--- src/rtl/mdu_pkg.sv ---
package mdu_pkg;
  localparam int unsigned ILEN = 32;
  localparam logic [5:0] MAJOR_SPECIAL = 6'b000000;
  localparam logic [5:0] FUNCT_MULFAM  = 6'b101000;

  typedef struct packed {
    logic legal;
    logic write_rd;
    logic acc_mode;
    logic unsgn;
    logic hi_sel;
  } mdu_op_t;
endpackage

--- src/rtl/mdu_decode.sv ---
module mdu_decode
  import mdu_pkg::*;
#(
  parameter int unsigned IDXW = 5
) (
  input  logic [ILEN-1:0] instr,
  output mdu_op_t         op,
  output logic [IDXW-1:0] rd
);
  logic [4:0] sub;
  logic       fmt_ok;
  logic       silent;
  logic       write_form;
  logic       unused_src_fields;

  assign unused_src_fields = ^instr[25:16];
  assign sub = instr[10:6];
  assign rd  = instr[11 +: IDXW];

  always_comb begin
    fmt_ok      = (instr[31:26] == MAJOR_SPECIAL) && (instr[5:0] == FUNCT_MULFAM);
    silent      = (sub == 5'b00000) && (instr[15:11] == 5'b00000);
    write_form  = !sub[4] && (sub[1] ^ sub[2]);
    op.legal    = fmt_ok && (silent || write_form);
    op.write_rd = write_form;
    op.acc_mode = silent || sub[1];
    op.unsgn    = sub[0];
    op.hi_sel   = sub[3];
  end
endmodule

--- src/rtl/mdu_mult.sv ---
module mdu_mult #(
  parameter int unsigned XLEN = 32,
  localparam int unsigned PW  = 2 * XLEN
) (
  input  logic [XLEN-1:0] a,
  input  logic [XLEN-1:0] b,
  input  logic            unsgn,
  output logic [PW-1:0]   prod
);
  logic signed [XLEN:0]   a_ext;
  logic signed [XLEN:0]   b_ext;
  logic signed [PW+1:0]   full;
  logic [1:0]             unused_top_bits;

  always_comb begin
    a_ext = {(unsgn ? 1'b0 : a[XLEN-1]), a};
    b_ext = {(unsgn ? 1'b0 : b[XLEN-1]), b};
    full  = (PW+2)'(a_ext) * (PW+2)'(b_ext);
  end

  assign prod            = full[PW-1:0];
  assign unused_top_bits = full[PW+1:PW];
endmodule

--- src/rtl/mdu_acc.sv ---
module mdu_acc
  import mdu_pkg::*;
#(
  parameter int unsigned XLEN = 32,
  parameter int unsigned IDXW = 5,
  localparam int unsigned AW  = 2 * XLEN
) (
  input  logic            clk,
  input  logic            rst_n,
  input  logic            in_valid,
  input  mdu_op_t         op,
  input  logic [IDXW-1:0] rd,
  input  logic [AW-1:0]   prod,
  output logic [AW-1:0]   acc,
  output logic            wr_en,
  output logic [IDXW-1:0] wr_idx,
  output logic [XLEN-1:0] wr_data,
  output logic            illegal
);
  logic [AW-1:0]   acc_q, acc_d;
  logic            acc_ce;
  logic            wen_d, ill_d;
  logic [XLEN-1:0] wdata_d;

  always_comb begin
    acc_ce  = in_valid && op.legal;
    acc_d   = op.acc_mode ? (acc_q + prod) : prod;
    wen_d   = acc_ce && op.write_rd;
    ill_d   = in_valid && !op.legal;
    wdata_d = op.hi_sel ? acc_d[AW-1:XLEN] : acc_d[XLEN-1:0];
  end

  always_ff @(posedge clk or negedge rst_n) begin
    if (!rst_n) begin
      acc_q <= '0;
    end else if (acc_ce) begin
      acc_q <= acc_d;
    end
  end

  always_ff @(posedge clk or negedge rst_n) begin
    if (!rst_n) begin
      wr_en   <= 1'b0;
      illegal <= 1'b0;
    end else begin
      wr_en   <= wen_d;
      illegal <= ill_d;
    end
  end

  always_ff @(posedge clk or negedge rst_n) begin
    if (!rst_n) begin
      wr_idx  <= '0;
      wr_data <= '0;
    end else if (wen_d) begin
      wr_idx  <= rd;
      wr_data <= wdata_d;
    end
  end

  assign acc = acc_q;
endmodule

--- src/rtl/mdu_top.sv ---
module mdu_top
  import mdu_pkg::*;
#(
  parameter int unsigned XLEN = 32,
  parameter int unsigned IDXW = 5,
  localparam int unsigned AW  = 2 * XLEN
) (
  input  logic            clk,
  input  logic            rst_n,
  input  logic            in_valid,
  input  logic [ILEN-1:0] instr,
  input  logic [XLEN-1:0] src_a,
  input  logic [XLEN-1:0] src_b,
  output logic            wr_en,
  output logic [IDXW-1:0] wr_idx,
  output logic [XLEN-1:0] wr_data,
  output logic            illegal,
  output logic [XLEN-1:0] acc_hi,
  output logic [XLEN-1:0] acc_lo
);
  mdu_op_t         op;
  logic [IDXW-1:0] rd;
  logic [AW-1:0]   prod;
  logic [AW-1:0]   acc;

  mdu_decode #(.IDXW(IDXW)) u_dec (
    .instr (instr),
    .op    (op),
    .rd    (rd)
  );

  mdu_mult #(.XLEN(XLEN)) u_mul (
    .a     (src_a),
    .b     (src_b),
    .unsgn (op.unsgn),
    .prod  (prod)
  );

  mdu_acc #(.XLEN(XLEN), .IDXW(IDXW)) u_acc (
    .clk      (clk),
    .rst_n    (rst_n),
    .in_valid (in_valid),
    .op       (op),
    .rd       (rd),
    .prod     (prod),
    .acc      (acc),
    .wr_en    (wr_en),
    .wr_idx   (wr_idx),
    .wr_data  (wr_data),
    .illegal  (illegal)
  );

  assign acc_hi = acc[AW-1:XLEN];
  assign acc_lo = acc[XLEN-1:0];
endmodule

--- config.mk ---
export PLATFORM = sky130hd
export DESIGN_NAME = mdu_top
export DESIGN_NICKNAME = d
export VERILOG_FILES = /design/src/rtl/mdu_pkg.sv /design/src/rtl/mdu_decode.sv /design/src/rtl/mdu_mult.sv /design/src/rtl/mdu_acc.sv /design/src/rtl/mdu_top.sv
export SDC_FILE = /design/constraint.sdc
export NUM_CORES = 2
export LEC_CHECK = 0
export BUFFER_PORTS_ARGS = -buffer_cell sky130_fd_sc_hd__buf_2
export CORE_MARGIN = 5
export CORE_UTILIZATION = 30
export DETAILED_ROUTE_END_ITERATION = 12
export PLACE_DENSITY = 0.5
export SLEW_MARGIN = 20
export SYNTH_ARGS = -nofsm -noshare
export SYNTH_HDL_FRONTEND = slang
export SYNTH_SLANG_ARGS = --single-unit
--- constraint.sdc ---
create_clock -name clk -period 3.55 [get_ports clk]
set_input_delay 0.71 -clock clk [delete_from_list [all_inputs] [get_ports clk]]
set_output_delay 0.71 -clock clk [all_outputs]
set_load 0.05 [all_outputs]
==> flow_results.xml <==
<?xml version="1.0" encoding="UTF-8"?>
<metrics>
  <group name="cts">
    <metric name="cts_tree" unit="">built</metric>
    <metric name="cts.sinks" unit="">103</metric>
    <metric name="clock_tree.htree_level_count" unit="">3</metric>
    <metric name="clk_pin_slew_worst_paths" unit="ps">90</metric>
    <metric name="clk_latency" unit="ps">400</metric>
    <metric name="cts.path.max_buffers" unit="">2</metric>
    <metric name="root_buffer" unit="">clkbuf_16</metric>
    <metric name="tritoncts.num_buffers" unit="">9</metric>
  </group>
  <group name="sta">
    <metric name="finalCriticalPeriod" unit="ps">9540</metric>
    <metric name="setup_clock_skew_after_layout" unit="ps">20.9</metric>
    <metric name="post-route-period-util" unit="%">269</metric>
    <metric name="relSlewSlack" unit="%">35.0</metric>
    <metric name="finalHoldViolations" unit="">0</metric>
    <metric name="slew_viol_final" unit="">0</metric>
    <metric name="fmaxAchievable" unit="MHz">105</metric>
    <metric name="grt_setup_unrepaired" unit="">yes</metric>
    <metric name="fin_hold_ws" unit="ps">351</metric>
    <metric name="finalSetupViolCount" unit="">92</metric>
    <metric name="worst_pin_slew" unit="ps">975</metric>
    <metric name="post-route-worst-setup-slack" unit="ps">-5990</metric>
  </group>
  <group name="status">
    <metric name="failed_checks" unit="">setup timing</metric>
    <metric name="status" unit="">finished with violations</metric>
  </group>
  <group name="setup_path">
    <metric name="timing.setup.critical_path_class" unit="">in -&gt; reg</metric>
    <metric name="worst_path_most_repeated_cell" unit="">fa_1</metric>
    <metric name="setup.worst_path.start_class" unit="">primary input</metric>
    <metric name="critPathMaxFanout" unit="">5</metric>
    <metric name="critPathArrivalTime" unit="ps">9830</metric>
    <metric name="cpPeakStageDelay" unit="ps">560</metric>
    <metric name="end_kind" unit="">flop</metric>
    <metric name="critical_path_top_delay_cell" unit="">fa_1</metric>
    <metric name="worst-endpoint-required" unit="ps">3830</metric>
  </group>
  <group name="placed_design">
    <metric name="dpl_cells" unit="">8167</metric>
    <metric name="place.gp.congestion" unit="">0.907</metric>
    <metric name="dp_worst_setup_slack" unit="ps">-6970</metric>
    <metric name="port_buffers" unit="">191</metric>
    <metric name="dpl.hpwl" unit="mm">138</metric>
    <metric name="postPlaceCellArea" unit="mm²">0.0576</metric>
  </group>
  <group name="global_routing">
    <metric name="grt_max_degree" unit="">86</metric>
    <metric name="grt_pass1_vias" unit="">42600</metric>
    <metric name="grt_antenna_before_repair" unit="">4</metric>
    <metric name="grt.overflow.total" unit="">0</metric>
    <metric name="grt_use_total" unit="%">19.7</metric>
    <metric name="grt_pass1_wl" unit="mm">252</metric>
  </group>
  <group name="cells_and_area">
    <metric name="fin_nets" unit="">7781</metric>
    <metric name="most_frequent_standard_cell_in_the_layout_excluding_fill_and_tap_cells" unit="">fa_1</metric>
    <metric name="instances_no_fill" unit="">8342</metric>
    <metric name="syn_to_final_growth" unit="%">35.5</metric>
    <metric name="drive_above_1_share" unit="%">31.9</metric>
    <metric name="final_design_area_no_fill" unit="mm²">0.0634</metric>
    <metric name="final_cell_mix" unit="">1075 x fa_1, 1052 x inv_1, 909 x buf_4</metric>
  </group>
  <group name="logic_synthesis">
    <metric name="async_flop_share" unit="%">100</metric>
    <metric name="synth_warn" unit="">0</metric>
    <metric name="synth_sequential_area_ratio" unit="%">5.51</metric>
    <metric name="synthesis.area" unit="mm²">0.0468</metric>
    <metric name="netlist_cell_types" unit="">91</metric>
    <metric name="avgSynthCellArea" unit="µm²">8.84</metric>
    <metric name="count_of_flip_flops_with_a_built_in_enable_after_synthesis" unit="">0</metric>
    <metric name="synth_ff_type" unit="">dfrtp_1</metric>
    <metric name="synthesis.instances" unit="">5291</metric>
    <metric name="post_synthesis_sequential_element_count" unit="">103</metric>
    <metric name="syn-num-nets" unit="">6795</metric>
  </group>
  <group name="routing">
    <metric name="post_detailed_routing_wire_length" unit="mm">158</metric>
    <metric name="vias" unit="">39100</metric>
    <metric name="route.detailed.wl_per_inst" unit="µm">19.0</metric>
    <metric name="avgViaCountPerCell" unit="">4.68</metric>
    <metric name="ant_nets" unit="">0</metric>
    <metric name="remaining_drc_errors" unit="">0</metric>
    <metric name="detailedRoute.firstPassIterationCount" unit="">6</metric>
    <metric name="drt_iter0_markers" unit="">2204</metric>
  </group>
  <group name="floorplanning">
    <metric name="placeableCoreArea" unit="mm²">0.156</metric>
    <metric name="floorplan.rows" unit="">145</metric>
    <metric name="die_area" unit="mm²">0.164</metric>
    <metric name="floorplan.io_pins" unit="">202</metric>
    <metric name="die_w" unit="µm">405</metric>
    <metric name="fp.dieH" unit="µm">405</metric>
    <metric name="initial_core_util" unit="%">30.0</metric>
  </group>
  <group name="hold_path">
    <metric name="worstHoldPathType" unit="">in -&gt; async</metric>
  </group>
  <group name="flow_run">
    <metric name="max_cap_viols" unit="">0</metric>
  </group>
</metrics>
==> synthesized netlist by cell type (all sizes together) (8+ instances only) <==
cell type	count	area share, %
o31ai	12	0.19
nor3	36	0.40
ha	279	7.5
nor3b	10	0.17
nor2	139	1.1
clkbuf	249	2.0
nand2b	10	0.13
a21boi	10	0.16
o21a	18	0.29
a21o	52	0.83
or3	9	0.12
and2	407	5.4
o221ai	9	0.17
a22oi	9	0.14
nand3	33	0.35
buf	28	0.28
nor4	8	0.12
a211oi	23	0.40
mux2i	25	0.54
or2	22	0.29
xor2	42	0.80
dfrtp	103	5.5
mux2	13	0.34
fa	1126	48
xnor2	83	1.6
o21bai	20	0.32
o211ai	10	0.17
nand2	889	7.1
a21oi	175	1.9
and3	13	0.17
nand4	31	0.41
a31oi	28	0.37
o21ai	174	1.9
inv	1113	8.9
==> layout make-up <==
class                   instances  area [µm²]
repair buffers               1252       10400
fillers                     15600       92300
multi-input cells            3798       43300
flip-flops and latches        103        2580
inverters                    1113        4190
clock inverters                 7        96.3
diodes                          2        5.00
well taps                    2058        2570
clock buffers                   9         225
==> state kept, by name, indices dropped and copies added, names as in the netlist <==
name / count
u_acc.acc: 64
u_acc.wr_data: 32
u_acc.wr_idx: 5
u_acc.illegal: 1
u_acc.wr_en: 1
==> layer usage <==
| layer | up-vias | global-route usage (%) | part of all wire (%) |
|---|---|---|---|
| met5 | - | 0 | 0 |
| met1 | 20200 | 28.2 | 46 |
| met3 | 151 | 1.74 | 3.8 |
| met2 | 815 | 33.2 | 48 |
| met4 | 0 | 3.09 | 2.2 |
| li1 | 17900 | - | - |
==> worst max-delay path, delay by kind of cell <==
kind                     cells  cell delay, ps
AO/OA/AOI/OAI                9            1960
AND/OR/NAND/NOR              5            1010
adder cells (fa/ha/maj)     10            4650
XOR/XNOR                     2             310
buffers and inverters       13            1150
==> path summary, 6_finish.rpt <==
kind,from,to,slack (ps),cells after the start
min in group clk,u_acc.wr_idx[4]$_DFFE_PN0P_,u_acc.wr_idx[4]$_DFFE_PN0P_,480,2
worst max register to register,u_acc.acc[0]$_DFFE_PN0P_,u_acc.wr_data[4]$_DFFE_PN0P_,-90,13
worst min register to register,u_acc.wr_idx[4]$_DFFE_PN0P_,u_acc.wr_idx[4]$_DFFE_PN0P_,480,2
max in group asynchronous,rst_n,u_acc.wr_data[24]$_DFFE_PN0P_,2410,2
worst max-delay path,src_a[23],u_acc.wr_data[27]$_DFFE_PN0P_,-5990,39
worst min-delay path,rst_n,u_acc.wr_data[1]$_DFFE_PN0P_,350,1
==> per-stage QoR <==
stage               utilization [%]  setup TNS [ps]
finish                         40.7         -470540
global route                   40.7         -492800
CTS                            40.0         -466710
detailed placement             37.0         -544370
global placement               37.0         -547410
floorplan                         -         -419210
==> what timing repair did <==
item	4_1_cts	5_1_grt
pin swaps	262	169
gates resized for setup	666	192
hold buffers	0	0
endpoints found under the setup margin	93	93
setup buffers	140	44
cloned	3	2
==> cell families (layout without fill, tap and decap cells) <==
logic type | Yosys count | in the layout | synth area share, %
other | 0 | 2 | 0
XOR/XNOR | 125 | 125 | 2.36
multiplexers | 38 | 38 | 0.872
flip-flops | 103 | 103 | 5.51
AO/OA/AOI/OAI | 599 | 599 | 8.07
adder cells (fa/ha/maj) | 1405 | 1405 | 55.7
buffers and inverters | 1390 | 2381 | 11.2
AND/OR/NAND/NOR | 1631 | 1631 | 16.3
Power is not shown: default switching activity piles up to over one toggle a cycle in this logic, so the estimate is an artifact.
